[src/rtl/silo_pkg.sv]
package silo_pkg;
  localparam int unsigned HOLD_STAGES = 2;

  typedef enum logic {
    DIR_DEV_TO_HOST = 1'b0,
    DIR_HOST_TO_DEV = 1'b1
  } xfer_dir_e;
endpackage

[src/rtl/silo_hold_reg.sv]
module silo_hold_reg #(
  parameter int unsigned DATA_W = 18
) (
  input  logic              clk_i,
  input  logic              rst_ni,
  input  logic              clr_i,
  input  logic              load_i,
  input  logic [DATA_W-1:0] data_i,
  input  logic              unload_i,
  output logic              full_o,
  output logic [DATA_W-1:0] data_o
);
  logic              full_q;
  logic [DATA_W-1:0] data_q;

  always_ff @(posedge clk_i or negedge rst_ni) begin
    if (!rst_ni)       full_q <= 1'b0;
    else if (clr_i)    full_q <= 1'b0;
    else if (load_i)   full_q <= 1'b1;
    else if (unload_i) full_q <= 1'b0;
  end

  always_ff @(posedge clk_i) begin
    if (load_i) data_q <= data_i;
  end

  assign full_o = full_q;
  assign data_o = data_q;

  p_hold_no_overwrite_r4: assert property (@(posedge clk_i) disable iff (!rst_ni)
    load_i |-> !full_o);
endmodule

[src/rtl/silo_shift_array.sv]
module silo_shift_array #(
  parameter int unsigned DATA_W = 18,
  parameter int unsigned DEPTH  = 64
) (
  input  logic              clk_i,
  input  logic              rst_ni,
  input  logic              clr_i,
  input  logic              push_i,
  input  logic [DATA_W-1:0] push_data_i,
  input  logic              pop_i,
  output logic              head_empty_o,
  output logic              tail_valid_o,
  output logic [DATA_W-1:0] tail_data_o,
  output logic              all_full_o
);
  localparam int unsigned LAST = DEPTH - 1;

  logic [DEPTH-1:0]  vld_q;
  logic [DEPTH-1:0]  mv;      // cell hands its word onward this cycle
  logic [DEPTH-1:0]  arrive;  // cell receives a word this cycle
  logic [DATA_W-1:0] dat_q [DEPTH];

  for (genvar i = 0; i < DEPTH; i++) begin : g_cell
    if (i == LAST) begin : g_tail
      assign mv[i] = pop_i;
    end else begin : g_mid
      assign mv[i] = vld_q[i] && !vld_q[i+1];
    end

    if (i == 0) begin : g_head
      assign arrive[i] = push_i;
      always_ff @(posedge clk_i) begin
        if (arrive[i]) dat_q[i] <= push_data_i;
      end
    end else begin : g_body
      assign arrive[i] = mv[i-1];
      always_ff @(posedge clk_i) begin
        if (arrive[i]) dat_q[i] <= dat_q[i-1];
      end
    end

    always_ff @(posedge clk_i or negedge rst_ni) begin
      if (!rst_ni)    vld_q[i] <= 1'b0;
      else if (clr_i) vld_q[i] <= 1'b0;
      else            vld_q[i] <= (vld_q[i] && !mv[i]) || arrive[i];
    end
  end

  assign head_empty_o = !vld_q[0];
  assign tail_valid_o = vld_q[LAST];
  assign tail_data_o  = dat_q[LAST];
  assign all_full_o   = &vld_q;

  p_push_head_free_r4: assert property (@(posedge clk_i) disable iff (!rst_ni)
    push_i |-> head_empty_o);
  p_pop_tail_valid_r7: assert property (@(posedge clk_i) disable iff (!rst_ni)
    pop_i |-> tail_valid_o);
  p_tail_hold_r5: assert property (@(posedge clk_i) disable iff (!rst_ni)
    tail_valid_o && !pop_i && !clr_i |=> tail_valid_o);
endmodule

[src/rtl/silo_word_counter.sv]
module silo_word_counter #(
  parameter int unsigned CNT_W = 16
) (
  input  logic             clk_i,
  input  logic             rst_ni,
  input  logic             clr_i,
  input  logic             load_i,
  input  logic [CNT_W-1:0] load_val_i,
  input  logic             step_i,
  output logic             wrapped_o
);
  localparam logic [CNT_W-1:0] ONE = CNT_W'(1);

  logic [CNT_W-1:0] cnt_q;
  logic             wrap_q;

  always_ff @(posedge clk_i or negedge rst_ni) begin
    if (!rst_ni) begin
      cnt_q  <= '0;
      wrap_q <= 1'b0;
    end else if (clr_i) begin
      wrap_q <= 1'b0;
    end else if (load_i) begin
      cnt_q  <= load_val_i;
      wrap_q <= 1'b0;
    end else if (step_i) begin
      cnt_q <= cnt_q + ONE;
      if (&cnt_q) wrap_q <= 1'b1;
    end
  end

  assign wrapped_o = wrap_q;

  p_wrap_on_step_r9: assert property (@(posedge clk_i) disable iff (!rst_ni)
    $rose(wrapped_o) |-> $past(step_i));
endmodule

[src/rtl/silo_datapath.sv]
module silo_datapath
  import silo_pkg::*;
#(
  parameter int unsigned DATA_W = 18,
  parameter int unsigned DEPTH  = 64,
  parameter int unsigned CNT_W  = 16
) (
  input  logic              clk_i,
  input  logic              rst_ni,
  input  logic              clr_i,
  input  logic              dev_write_i,
  input  logic              wc_load_i,
  input  logic [CNT_W-1:0]  wc_value_i,
  input  logic              in_valid_i,
  input  logic [DATA_W-1:0] in_data_i,
  output logic              ibuf_full_o,
  output logic              silo_in_rdy_o,
  output logic              silo_out_rdy_o,
  output logic              obuf_full_o,
  output logic              out_valid_o,
  input  logic              out_take_i,
  output logic [DATA_W-1:0] out_data_o,
  output logic              host_ovf_o,
  output logic              dev_done_o
);
  localparam int unsigned CAPACITY = DEPTH + HOLD_STAGES;

  xfer_dir_e         dir;
  logic              push_acc, pop_acc, ib_to_arr, arr_to_ob;
  logic              ibuf_full, obuf_full, arr_head_empty, arr_tail_valid, arr_full;
  logic [DATA_W-1:0] ibuf_data, arr_tail_data;
  logic              started_q, all_words;
  logic              host_step, dev_step;

  assign dir       = dev_write_i ? DIR_HOST_TO_DEV : DIR_DEV_TO_HOST;
  assign push_acc  = in_valid_i && !ibuf_full;
  assign ib_to_arr = ibuf_full && arr_head_empty;
  assign arr_to_ob = arr_tail_valid && !obuf_full;
  assign pop_acc   = out_take_i && out_valid_o;

  silo_hold_reg #(.DATA_W(DATA_W)) u_ibuf (
    .clk_i, .rst_ni, .clr_i,
    .load_i(push_acc), .data_i(in_data_i), .unload_i(ib_to_arr),
    .full_o(ibuf_full), .data_o(ibuf_data)
  );

  silo_shift_array #(.DATA_W(DATA_W), .DEPTH(DEPTH)) u_array (
    .clk_i, .rst_ni, .clr_i,
    .push_i(ib_to_arr), .push_data_i(ibuf_data), .pop_i(arr_to_ob),
    .head_empty_o(arr_head_empty), .tail_valid_o(arr_tail_valid),
    .tail_data_o(arr_tail_data), .all_full_o(arr_full)
  );

  silo_hold_reg #(.DATA_W(DATA_W)) u_obuf (
    .clk_i, .rst_ni, .clr_i,
    .load_i(arr_to_ob), .data_i(arr_tail_data), .unload_i(pop_acc),
    .full_o(obuf_full), .data_o(out_data_o)
  );

  // all CAPACITY places occupied
  assign all_words = ibuf_full && arr_full && obuf_full;

  // host-to-device: hold the device side until prefill completes
  always_ff @(posedge clk_i or negedge rst_ni) begin
    if (!rst_ni)                                           started_q <= 1'b0;
    else if (clr_i || wc_load_i)                           started_q <= 1'b0;
    else if (dir == DIR_HOST_TO_DEV && (all_words || host_ovf_o)) started_q <= 1'b1;
  end

  assign out_valid_o = obuf_full && (dir == DIR_DEV_TO_HOST || started_q);

  assign host_step = (dir == DIR_HOST_TO_DEV) ? push_acc : pop_acc;
  assign dev_step  = (dir == DIR_HOST_TO_DEV) ? pop_acc  : push_acc;

  silo_word_counter #(.CNT_W(CNT_W)) u_host_wc (
    .clk_i, .rst_ni, .clr_i,
    .load_i(wc_load_i), .load_val_i(wc_value_i), .step_i(host_step),
    .wrapped_o(host_ovf_o)
  );

  silo_word_counter #(.CNT_W(CNT_W)) u_dev_wc (
    .clk_i, .rst_ni, .clr_i,
    .load_i(wc_load_i), .load_val_i(wc_value_i), .step_i(dev_step),
    .wrapped_o(dev_done_o)
  );

  assign ibuf_full_o    = ibuf_full;
  assign obuf_full_o    = obuf_full;
  assign silo_in_rdy_o  = arr_head_empty;
  assign silo_out_rdy_o = arr_tail_valid;

  initial begin
    a_capacity_r3: assert (CAPACITY == DEPTH + 2);
  end

  p_out_hold_r2: assert property (@(posedge clk_i) disable iff (!rst_ni)
    out_valid_o && !out_take_i && !clr_i && !wc_load_i |=> out_valid_o && $stable(out_data_o));
  p_clear_r11: assert property (@(posedge clk_i) disable iff (!rst_ni)
    clr_i |=> !ibuf_full_o && !obuf_full_o && silo_in_rdy_o && !host_ovf_o && !dev_done_o);
endmodule

[config.mk]
export PLATFORM = sky130hd
export DESIGN_NAME = silo_datapath
export DESIGN_NICKNAME = d
export VERILOG_FILES = /design/src/rtl/silo_pkg.sv /design/src/rtl/silo_hold_reg.sv /design/src/rtl/silo_shift_array.sv /design/src/rtl/silo_word_counter.sv /design/src/rtl/silo_datapath.sv
export SDC_FILE = /design/constraint.sdc
export NUM_CORES = 1
export LEC_CHECK = 0
export ABC_AREA = 1
export BUFFER_PORTS_ARGS = -buffer_cell sky130_fd_sc_hd__buf_4
export CAP_MARGIN = 20
export CORE_MARGIN = 3
export CORE_UTILIZATION = 35
export CTS_CLUSTER_DIAMETER = 150
export DETAILED_ROUTE_END_ITERATION = 10
export PLACE_DENSITY = 0.57
export RECOVER_POWER = 25
export SLEW_MARGIN = 10
export SYNTH_ARGS = -nofsm -noshare
export SYNTH_HDL_FRONTEND = slang
export SYNTH_SLANG_ARGS = --single-unit
[constraint.sdc]
create_clock -name clk_i -period 3.7 [get_ports clk_i]
set_clock_uncertainty 0.05 [all_clocks]
set_input_delay 0.74 -clock clk_i [delete_from_list [all_inputs] [get_ports clk_i]]
set_output_delay 0.74 -clock clk_i [all_outputs]
set_load 0.02 [all_outputs]
; ---- Yosys cells after proc, flatten, opt, wreduce, memory -nomap -nowiden
; Memories as Yosys holds them, arrays and structs flattened. A register that Yosys moved wholly into a read port is not among the register bits.
; Index checks and enable logic that the tools add are counted.
[classes]
reduce_logical = 380
addsub = 2
n_div = 0
eq_ne = 0
order_cmp = 0
muxes = 311
n_shift = 0
n_bitwise = 2
mul = 0
[op_table]
columns = operator, n
row1 = two-way mux 18 bit, 32
row2 = OR reduction 18 bit, 32
row3 = two-way mux 1 bit, 243
row4 = two-way mux 6 bit, 32
row5 = logical AND 1 bit, 135
row6 = zero test 1 bit, 130
row7 = logical OR 1 bit, 67
row8 = two-way mux 16 bit, 4
row9 = AND reduction 64 bit, 1
row10 = adder 16 x 1 -> 16 bit (second input constant), 2
row11 = AND reduction 16 bit, 2
row12 = nonzero test 3 bit, 6
row13 = AND reduction 2 bit, 4
row14 = nonzero test 2 bit, 3
row15 = inverter 1 bit, 2
[totals]
rom_bits = 0
ff_bits = 119
ram_bits = 1152
mem_count = 1
out_inout_bits = 25
latch_bits = 0
[memory_table]
columns = name, words, width, read_ports, rd_clocked_by_memory_dff, write_ports, line
row1 = u_array.dat_q, 64, 18, 64, 1, 32, silo_shift_array.sv:21  ; logic [DATA_W-1:0] dat_q [DEPTH];

; ---- Depth between registers and ports, before layout
; Gate-level depths: netlist of run 1.
[depth]
ltp_word = 9
ltp_mapped = 10
depth_no_buf = 10

; ---- Modules after synthesis
; Synthesis of run 1 repeated with hierarchy kept, for this count alone.
[hier_totals]
cells_unflattened = 1966
hier_area_um2 = 41238.3
[modules_own_cells]
columns = mod, n_inst, area_each_um2, cells_each
row1 = silo_shift_array, 1, 37524.7, 1526
row2 = silo_word_counter at u_dev_wc, 1, 1211.2, 184
row3 = silo_word_counter at u_host_wc, 1, 1203.7, 188
row4 = silo_hold_reg, 2, 585.6, 23
row5 = silo_datapath, 1, 127.6, 22

; ---- Worst setup path before layout of run 1
; OpenSTA, ideal clock, no wires.
[synth_timing]
path_kind = input-to-reg
startpoint = input port in_valid_i
endpoint = register u_host_wc.cnt_q[4]
slack_ns = 1.694
setup_ns = 0.123
n_path_buf = 1
path_stages = 8
arrival_ns = 1.832
cell_sequence = nand2_1 inv_1 nand2_1 nand3_2 nand2_4 buf_6 o21ai_1 a21oi_1
[synth_via]
elab_chain_cells = 4
[synth_rtl]
columns = element, line
row1 = start: declaration, silo_datapath.sv:14  ; input logic in_valid_i,
row2 = logical AND 1 bit, silo_datapath.sv:36  ; assign push_acc = in_valid_i && !ibuf_full;
row3 = via push_acc, silo_datapath.sv:29  ; logic push_acc, pop_acc, ib_to_arr, arr_to_ob;
row4 = two-way mux 1 bit, silo_datapath.sv:72  ; assign host_step = (dir == DIR_HOST_TO_DEV) ? push_acc : pop_acc;
row5 = nonzero test 2 bit (no source line), --
row6 = AND reduction 2 bit (no source line), --
row7 = end signal: assignment, silo_word_counter.sv:24  ; cnt_q <= load_val_i;
row8 = end signal: assignment, silo_word_counter.sv:27  ; cnt_q <= cnt_q + ONE;
row9 = end: declaration, silo_word_counter.sv:14  ; logic [CNT_W-1:0] cnt_q;
; The timed path passes the listed nets, and every way through them passes these cells.
; A chain may end at the register's enable or synchronous reset.

; ---- Worst setup path after layout of run 1
[layout_timing]
startpoint = register u_obuf.full_q, in the netlist u_obuf.full_o
endpoint = output port out_valid_o
[layout_via]
elab_chain_cells = 1
[layout_rtl]
columns = element, line
row1 = start: declaration, silo_hold_reg.sv:13  ; logic full_q;
row2 = start signal: assignment, silo_hold_reg.sv:17  ; if (!rst_ni) full_q <= 1'b0;
row3 = start signal: assignment, silo_hold_reg.sv:18  ; else if (clr_i) full_q <= 1'b0;
row4 = start signal: assignment, silo_hold_reg.sv:19  ; else if (load_i) full_q <= 1'b1;
row5 = logical AND 1 bit, silo_datapath.sv:70  ; assign out_valid_o = obuf_full && (dir == DIR_DEV_TO_HOST || started_q);
row6 = end: declaration, silo_datapath.sv:20  ; output logic out_valid_o,
; Every way passes these cells.

==> key figures, run 1 <==
Synth
  – Synth area leaders: edfxtp_1, dfrtp_1, nand2_1
  – Netlist cell types: 40
  – Synthesized Nets: 1,923
  – Area fraction of the dominant cell type after synthesis: 0.874
  – Gate Count Post-Synth: 1,880
  – Cell Area, Synth: 40,800 µm²
  – Dominant cell type by area after synthesis: edfxtp_1
  – Avg Cell Area, Syn: 21.7 µm²
  – Yosys warns: 0
  – Yosys reg bits: 1,289
  – Register area share after synthesis: 0.935

STA
  – RSZ-0062 raised after global routing: no
  – # setup viols final: 0
  – Tcrit/Tclk final: 0.651
  – Final TNS setup: 0 ns
  – Fin crit period: 2.41 ns
  – Relative slew slack: 0.395
  – FMAX: 0.415 GHz
  – Max Slew Vio Count: 0
  – Least-Margin Pin Slew: 0.906 ns
  – Final Hold Fails: 0

Placement
  – Buffers added on ports: 65
  – Detail Placement HPWL: 37,000 µm
  – Placed cell count: 3,478
  – Placer Congestion: 0.792

Setup path
  – Critical Path Start Type: register
  – Slowest stage delay, CP: 0.45 ns
  – CP Capture Type: output pin
  – Critical path type: register to output pin
  – Crit-path cells: inv_1 > a21oi_2 > buf_4
  – Slowest CP cell: dfrtp_1
  – Worst-path maximum fanout: 5
  – Worst Path Required: 2.91 ns
  – Worst Path Arrival: 1.62 ns

Clock network
  – CTS resizes: 0
  – Post-CTS setup buffer count: 0
  – Hold_buf cts: 1
  – # H-tree levels: 3
  – CTS root buf: clkbuf_16
  – CTS Buffer Depth: 3
  – Clk sinks: 1,289
  – CTS tree: built
  – Reg clk slew, reported paths: 0.06 ns
  – Num CTS Buffers: 116
  – Worst-Skew Late Latency: 0.69 ns

Min path
  – Hold Crit Class: input port to register

GRT
  – First-pass GRT wire length: 93,200 µm
  – Largest net degree at the start of global routing: 40
  – Gr usage total: 0.0982
  – Vias in the first global route: 16,700
  – Total grt overflow: 0
  – Initial antenna violation count: 1

Route
  – Routed wire length: 59,900 µm
  – Pre-antenna DRT Iters: 7
  – Initial DRC count: 1,516
  – WL per Instance: 16.2 µm
  – DRT antenna net count: 0
  – Post-DR vias/cell: 4.42
  – Via Count: 16,400
  – DRC Markers: 0

Power
  – Leak: 15.8 nW
  – VDD IR max: 0.000422 V
  – PD cells: 593 nW/µm²

Run status
  – Status: complete, no violations

Cells and area
  – Non-Filler Instances: 3,700
  – Nets@finish: 2,129
  – Most common cell after layout, fill and taps aside: edfxtp_1
  – Share of cells above drive strength 1: 0.132
  – Syn-to-layout area delta: 15.7%
  – Most frequent cells in the layout: edfxtp_1, nand2_1, nor2_1, clkbuf_16, inv_1

Floorplan
  – Initial core utilization: 0.355
  – Core box area: 115,000 µm²
  – Die Wd: 348 µm
  – FP Rows: 124
  – Die ar.: 121,000 µm²
  – I/O pin count: 66
  – Die Y: 348 µm

Run
  – Max Cap Viol: 0
power breakdown:
| part | internal (W) | switching [W] |
|---|---|---|
| Clock | 0.00664 | 0.00501 |
| Combinational | 0.000129 | 0.000277 |
| Sequential | 0.0159 | 0.0000935 |
metrics by stage:
step | util | area (µm²) | worst slack, ns | total power (W) | hold WS [ns]
6_report | 0.411 | 47300 | 1.29 | 0.0280 | 0.199
5_1_grt | 0.410 | 47300 | 1.14 | 0.0291 | 0.137
4_1_cts | 0.410 | 47200 | 1.22 | 0.0284 | 0.111
3_5_place_dp | 0.377 | 43400 | 1.09 | 0.0167 | 0.355
3_3_place_gp | 0.377 | 43400 | 1.18 | 0.0166 | 0.350
2_1_floorplan | - | 40800 | 1.69 | 0.0165 | 0.350
cells in the mapped netlist (all sizes together):
| library cell | count |
|---|---|
| buf | 9 |
| nand3 | 23 |
| clkbuf | 7 |
| o21bai | 2 |
| or2 | 2 |
| a211oi | 1 |
| clkinv | 1 |
| nor3 | 6 |
| edfxtp | 1188 |
| nand2 | 155 |
| a21oi | 51 |
| nor2 | 131 |
| o211ai | 2 |
| and2 | 1 |
| o21a | 2 |
| ha | 2 |
| nand4 | 7 |
| xor2 | 2 |
| a41oi | 1 |
| o21ai | 63 |
| a31oi | 9 |
| nor4 | 1 |
| a22oi | 5 |
| inv | 107 |
| dfrtp | 101 |
| o22ai | 1 |
cell families (layout without fill, tap and decap cells):
group / count (synthesis) / count (layout) / share of synthesized area
DFF: 1289 / 1289 / 0.935
and+or+nand+nor: 326 / 326 / 0.0333
AOI/OAI and AO/OA: 137 / 137 / 0.0182
buffers and inverters: 124 / 431 / 0.0121
adders and majority gates: 2 / 2 / 0.000613
xor gates and xnor gates: 2 / 2 / 0.000429
other: 0 / 1 / 0
worst paths after layout:
kind	startpoint	end	slack, ns	depth (start not counted)
setup / recovery	u_obuf.full_o	out_valid_o	1.29	3
hold / removal	in_data_i[8]	u_ibuf.data_o[8]	0.20	1
setup reg to reg	u_ibuf.full_o	u_dev_wc.cnt_q[1]	1.80	7
hold reg to reg	u_array.dat_q[17][11]	u_array.dat_q[18][11]	0.33	0
max in group asynchronous	rst_ni	u_array.vld_q[25]	2.15	3
min in group asynchronous	rst_ni	u_host_wc.cnt_q[4]	0.51	2
metal layers:
layer	up-vias	wire, µm	track usage
met5	-	0	0
met4	0	1530	0.0332
met3	141	3770	0.0268
met2	460	28500	0.158
met1	8243	26100	0.130
li1	7506	-	-
critical path: cells and delay by family (launching register included):
| family | cells | cell delay, ns |
|---|---|---|
| DFF | 1 | 0.45 |
| buffers and inverters | 2 | 0.31 |
| AOI/OAI and AO/OA | 1 | 0.18 |
state kept, by name, indices dropped and copies added, names as in the netlist, 16 cells and up:
name and cells:
u_host_wc.cnt_q 16, u_dev_wc.cnt_q 16, u_array.dat_q 1152, u_ibuf.data_o 18
u_obuf.data_o 18, u_array.vld_q 63
cell type report:
cell class / count / area [µm²]
antenna: 1 / 2.50
clock buffer: 139 / 3040
clock inverter: 80 / 766
fill: 9939 / 67900
inverter: 108 / 409
multi-input combinational: 467 / 2150
sequential: 1289 / 38200
tap: 1512 / 1890
timing repair buffer: 104 / 798
(Power assumes the default switching activity.)
==> run 2: changes to the inputs <==
--- a/config.mk
+++ b/config.mk
@@ -5,14 +5,14 @@
 export SDC_FILE = /design/constraint.sdc
 export NUM_CORES = 1
 export LEC_CHECK = 0
-export ABC_AREA = 1
+export ABC_AREA = 0
 export BUFFER_PORTS_ARGS = -buffer_cell sky130_fd_sc_hd__buf_4
 export CAP_MARGIN = 20
 export CORE_MARGIN = 3
 export CORE_UTILIZATION = 35
 export CTS_CLUSTER_DIAMETER = 150
 export DETAILED_ROUTE_END_ITERATION = 10
-export PLACE_DENSITY = 0.57
+export PLACE_DENSITY = 0.59
 export RECOVER_POWER = 25
 export SLEW_MARGIN = 10
 export SYNTH_ARGS = -nofsm -noshare
==> constraint.sdc (replaced) <==
create_clock -name clk_i -period 2.2 [get_ports clk_i]
set_clock_uncertainty 0.05 [all_clocks]
set_input_delay 0.44 -clock clk_i [delete_from_list [all_inputs] [get_ports clk_i]]
set_output_delay 0.44 -clock clk_i [all_outputs]
set_load 0.02 [all_outputs]
==> key figures, run 2 <==
Run status
  – Status: complete, no violations (unchanged)

Placement
  – Buffers added on ports: 65 (unchanged)
  – Detail Placement HPWL: 36,600 µm (was 37,000 µm)
  – Placer Congestion: 0.764 (was 0.792)
  – Placed cell count: 3,396 (was 3,478)

STA
  – Tcrit/Tclk final: 0.940
  – Final Hold Fails: 0 (unchanged)
  – Fin crit period: 2.07 ns
  – Final TNS setup: 0 ns (unchanged)
  – RSZ-0062 raised after global routing: no (unchanged)
  – Relative slew slack: 0.0657 (was 0.395)
  – FMAX: 0.484 GHz
  – Max Slew Vio Count: 0 (unchanged)
  – Least-Margin Pin Slew: 1.40 ns (was 0.906 ns)
  – # setup viols final: 0 (unchanged)

Synth
  – Dominant cell type by area after synthesis: edfxtp_1 (unchanged)
  – Cell Area, Synth: 41,000 µm² (was 40,800 µm²)
  – Synth async-reset ratio: 0.0784 (unchanged)
  – Yosys warns: 0 (unchanged)
  – Area fraction of the dominant cell type after synthesis: 0.871 (was 0.874)
  – Most instantiated library cell after synthesis: edfxtp_1 (unchanged)
  – Avg Cell Area, Syn: 23.1 µm² (was 21.7 µm²)
  – Most common library cells after synthesis: edfxtp_1, dfrtp_1, a21oi_1, nor2_1, nor2b_1 (was edfxtp_1, nand2_1, nor2_1, inv_1, dfrtp_1)
  – Synth area leaders: edfxtp_1, dfrtp_1, nor2b_1 (was edfxtp_1, dfrtp_1, nand2_1)
  – Synthesized Nets: 1,813 (was 1,923)
  – Gate Count Post-Synth: 1,770 (was 1,880)
  – Yosys reg bits: 1,289 (unchanged)
  – Ys flop type: edfxtp_1 (unchanged)
  – Netlist cell types: 57 (was 40)
  – Register area share after synthesis: 0.933 (was 0.935)
  – EDFF count, synth: 1,188 (unchanged)

Route
  – Post-DR vias/cell: 4.52 (was 4.42)
  – Initial DRC count: 1,430 (was 1,516)
  – Pre-antenna DRT Iters: 5 (was 7)
  – Routed wire length: 61,000 µm (was 59,900 µm)
  – WL per Instance: 16.8 µm (was 16.2 µm)
  – DRT antenna net count: 0 (unchanged)
  – Via Count: 16,400 (about the same)
  – DRC Markers: 0 (unchanged)

Clock network
  – Clk sinks: 1,289 (unchanged)
  – CTS Buffer Depth: 3 (unchanged)
  – CTS root buf: clkbuf_16 (unchanged)
  – Reg clk slew, reported paths: 0.07 ns (was 0.06 ns)
  – # H-tree levels: 3 (unchanged)
  – Worst-Skew Late Latency: 0.70 ns (was 0.69 ns)
  – Num CTS Buffers: 113 (was 116)
  – CTS tree: built (unchanged)

Setup path
  – Worst Path Required: 1.71 ns (was 2.91 ns)
  – Worst-path maximum fanout: 3 (was 5)
  – CP Capture Type: output pin (unchanged)
  – Worst Path Arrival: 1.58 ns (was 1.62 ns)
  – Critical path type: register to output pin (unchanged)
  – Critical Path Start Type: register (unchanged)

Power
  – VDD IR max: 0.000721 V (was 0.000422 V)
  – Leak: 15.7 nW (was 15.8 nW)
  – PD cells: 984 nW/µm² (was 593 nW/µm²)

Cells and area
  – Syn-to-layout area delta: 17.1% (was 15.7%)
  – Most flops, register: u_array.dat_q (unchanged)
  – Most common cell after layout, fill and taps aside: edfxtp_1 (unchanged)
  – ANT cells: 0 (was 1)
  – Non-Filler Instances: 3,640 (was 3,700)
  – Top Registers: u_array.dat_q: 1152 flops, u_array.vld_q: 63 flops (unchanged)
  – Share of cells above drive strength 1: 0.155 (was 0.132)
  – Final Util: 0.416 (was 0.411)
  – Max FFs per register: 1,152 (unchanged)
  – Nets@finish: 2,077 (was 2,129)
  – Most frequent cells in the layout: edfxtp_1, buf_4, clkbuf_16, dfrtp_1 (was edfxtp_1, nand2_1, nor2_1, clkbuf_16, inv_1)

Floorplan
  – Die Y: 348 µm (about the same)
  – Die ar.: 121,000 µm² (about the same)
  – I/O pin count: 66 (unchanged)
  – Initial core utilization: 0.355 (about the same)
  – FP Rows: 124 (unchanged)
  – Die Wd: 348 µm (about the same)
  – Core box area: 115,000 µm² (about the same)

GRT
  – Met3 Resource Use GR: 0.0298 (was 0.0268)
  – Busiest grt layer: met2 (unchanged)
  – First-pass GRT wire length: 95,800 µm (was 93,200 µm)
  – Largest net degree at the start of global routing: 77 (was 40)
  – Total grt overflow: 0 (unchanged)
  – Initial antenna violation count: 0 (was 1)
  – Vias in the first global route: 17,000 (was 16,700)
  – Met2 GRT Util: 0.160 (was 0.158)
  – Routing usage on met1: 0.132 (was 0.130)
  – Gr usage total: 0.100 (was 0.0982)

Min path
  – Hold Crit Class: input port to register (unchanged)

Run
  – Max Cap Viol: 0 (unchanged)
run 2: cell count changes after synthesis, moves of 17 or more:
| cell | previous run | this run |
|---|---|---|
| a21oi_1 | 48 | 78 |
| a22oi_1 | 5 | 22 |
| inv_1 | 105 | 25 |
| nand2_1 | 153 | 29 |
| nand4_1 | 7 | 24 |
| nor2_1 | 127 | 78 |
| nor2b_1 | 0 | 63 |
| o21ai_0 | 53 | 11 |
run 2: layout make-up:
type	instances	area, µm²
Fill cell	9839	67300
Timing Repair Buffer	175	1420
Tap cell	1512	1890
Multi-Input combinational cell	429	2540
Clock buffer	130	2890
Clock inverter	79	933
Inverter	26	97.6
Sequential cell	1289	38200
run 2: what timing repair did:
action,4_1_cts,5_1_grt
resized for setup,3,2
buffers inserted,2,1
pin swaps,0,1
hold buffers,34,0
setup endpoints to repair,1,1
hold endpoints to repair,144,0
run 2: cells by family (layout without fill, tap and decap cells):
| group | Yosys count | in the layout | synth area share |
|---|---|---|---|
| DFF | 1289 | 1289 | 0.933 |
| and+or+nand+nor | 258 | 258 | 0.0332 |
| AOI/OAI and AO/OA | 156 | 156 | 0.0243 |
| buffers and inverters | 52 | 410 | 0.00608 |
| muxes | 13 | 13 | 0.00321 |
| adders and majority gates | 2 | 2 | 0.000611 |
run 2: metal layers:
metal	part of all wire	vias to the layer above
met2	0.47	360
met1	0.45	8451
met5	0	-
met4	0.027	0
met3	0.056	121
li1	-	7507
run 2: worst max-delay path, stage by stage, from the launching register on:
cell      delay [ns]
dfrtp_1         0.37
a21boi_4        0.34
buf_6           0.17
run 2: report_power, final:
| group | internal [W] | switching (W) |
|---|---|---|
| registers | 0.0266 | 0.000165 |
| clock network | 0.0113 | 0.00857 |
| logic | 0.000264 | 0.000360 |
run 2: worst paths after layout:
check / slack [ns] / start / cells after the start / to
worst max-delay path: 0.13 / u_obuf.full_o / 2 / out_valid_o
worst min-delay path: 0.06 / wc_value_i[15] / 3 / u_dev_wc.cnt_q[15]
worst max register to register: 0.26 / u_dev_wc.cnt_q[2] / 4 / u_dev_wc.cnt_q[15]
worst min register to register: 0.32 / u_array.dat_q[41][14] / 0 / u_array.dat_q[42][14]
max in group asynchronous: 0.52 / rst_ni / 3 / u_array.vld_q[1]
min in group asynchronous: 0.56 / rst_ni / 2 / u_dev_wc.cnt_q[14]
run 2: through the flow:
| step | hold WS [ns] | setup slack (ns) | instance area [µm²] | power [W] |
|---|---|---|---|---|
| 3_5_place_dp | 0.316 | 0.122 | 43800 | 0.0278 |
| 6_report | 0.0574 | 0.133 | 48000 | 0.0472 |
| 4_1_cts | 0.00731 | 0.0314 | 48000 | 0.0479 |
| 3_3_place_gp | 0.308 | 0.147 | 43800 | 0.0278 |
| 2_1_floorplan | 0.0944 | 0.289 | 41000 | 0.0275 |
| 5_1_grt | 0.00934 | 0.0368 | 48000 | 0.0489 |
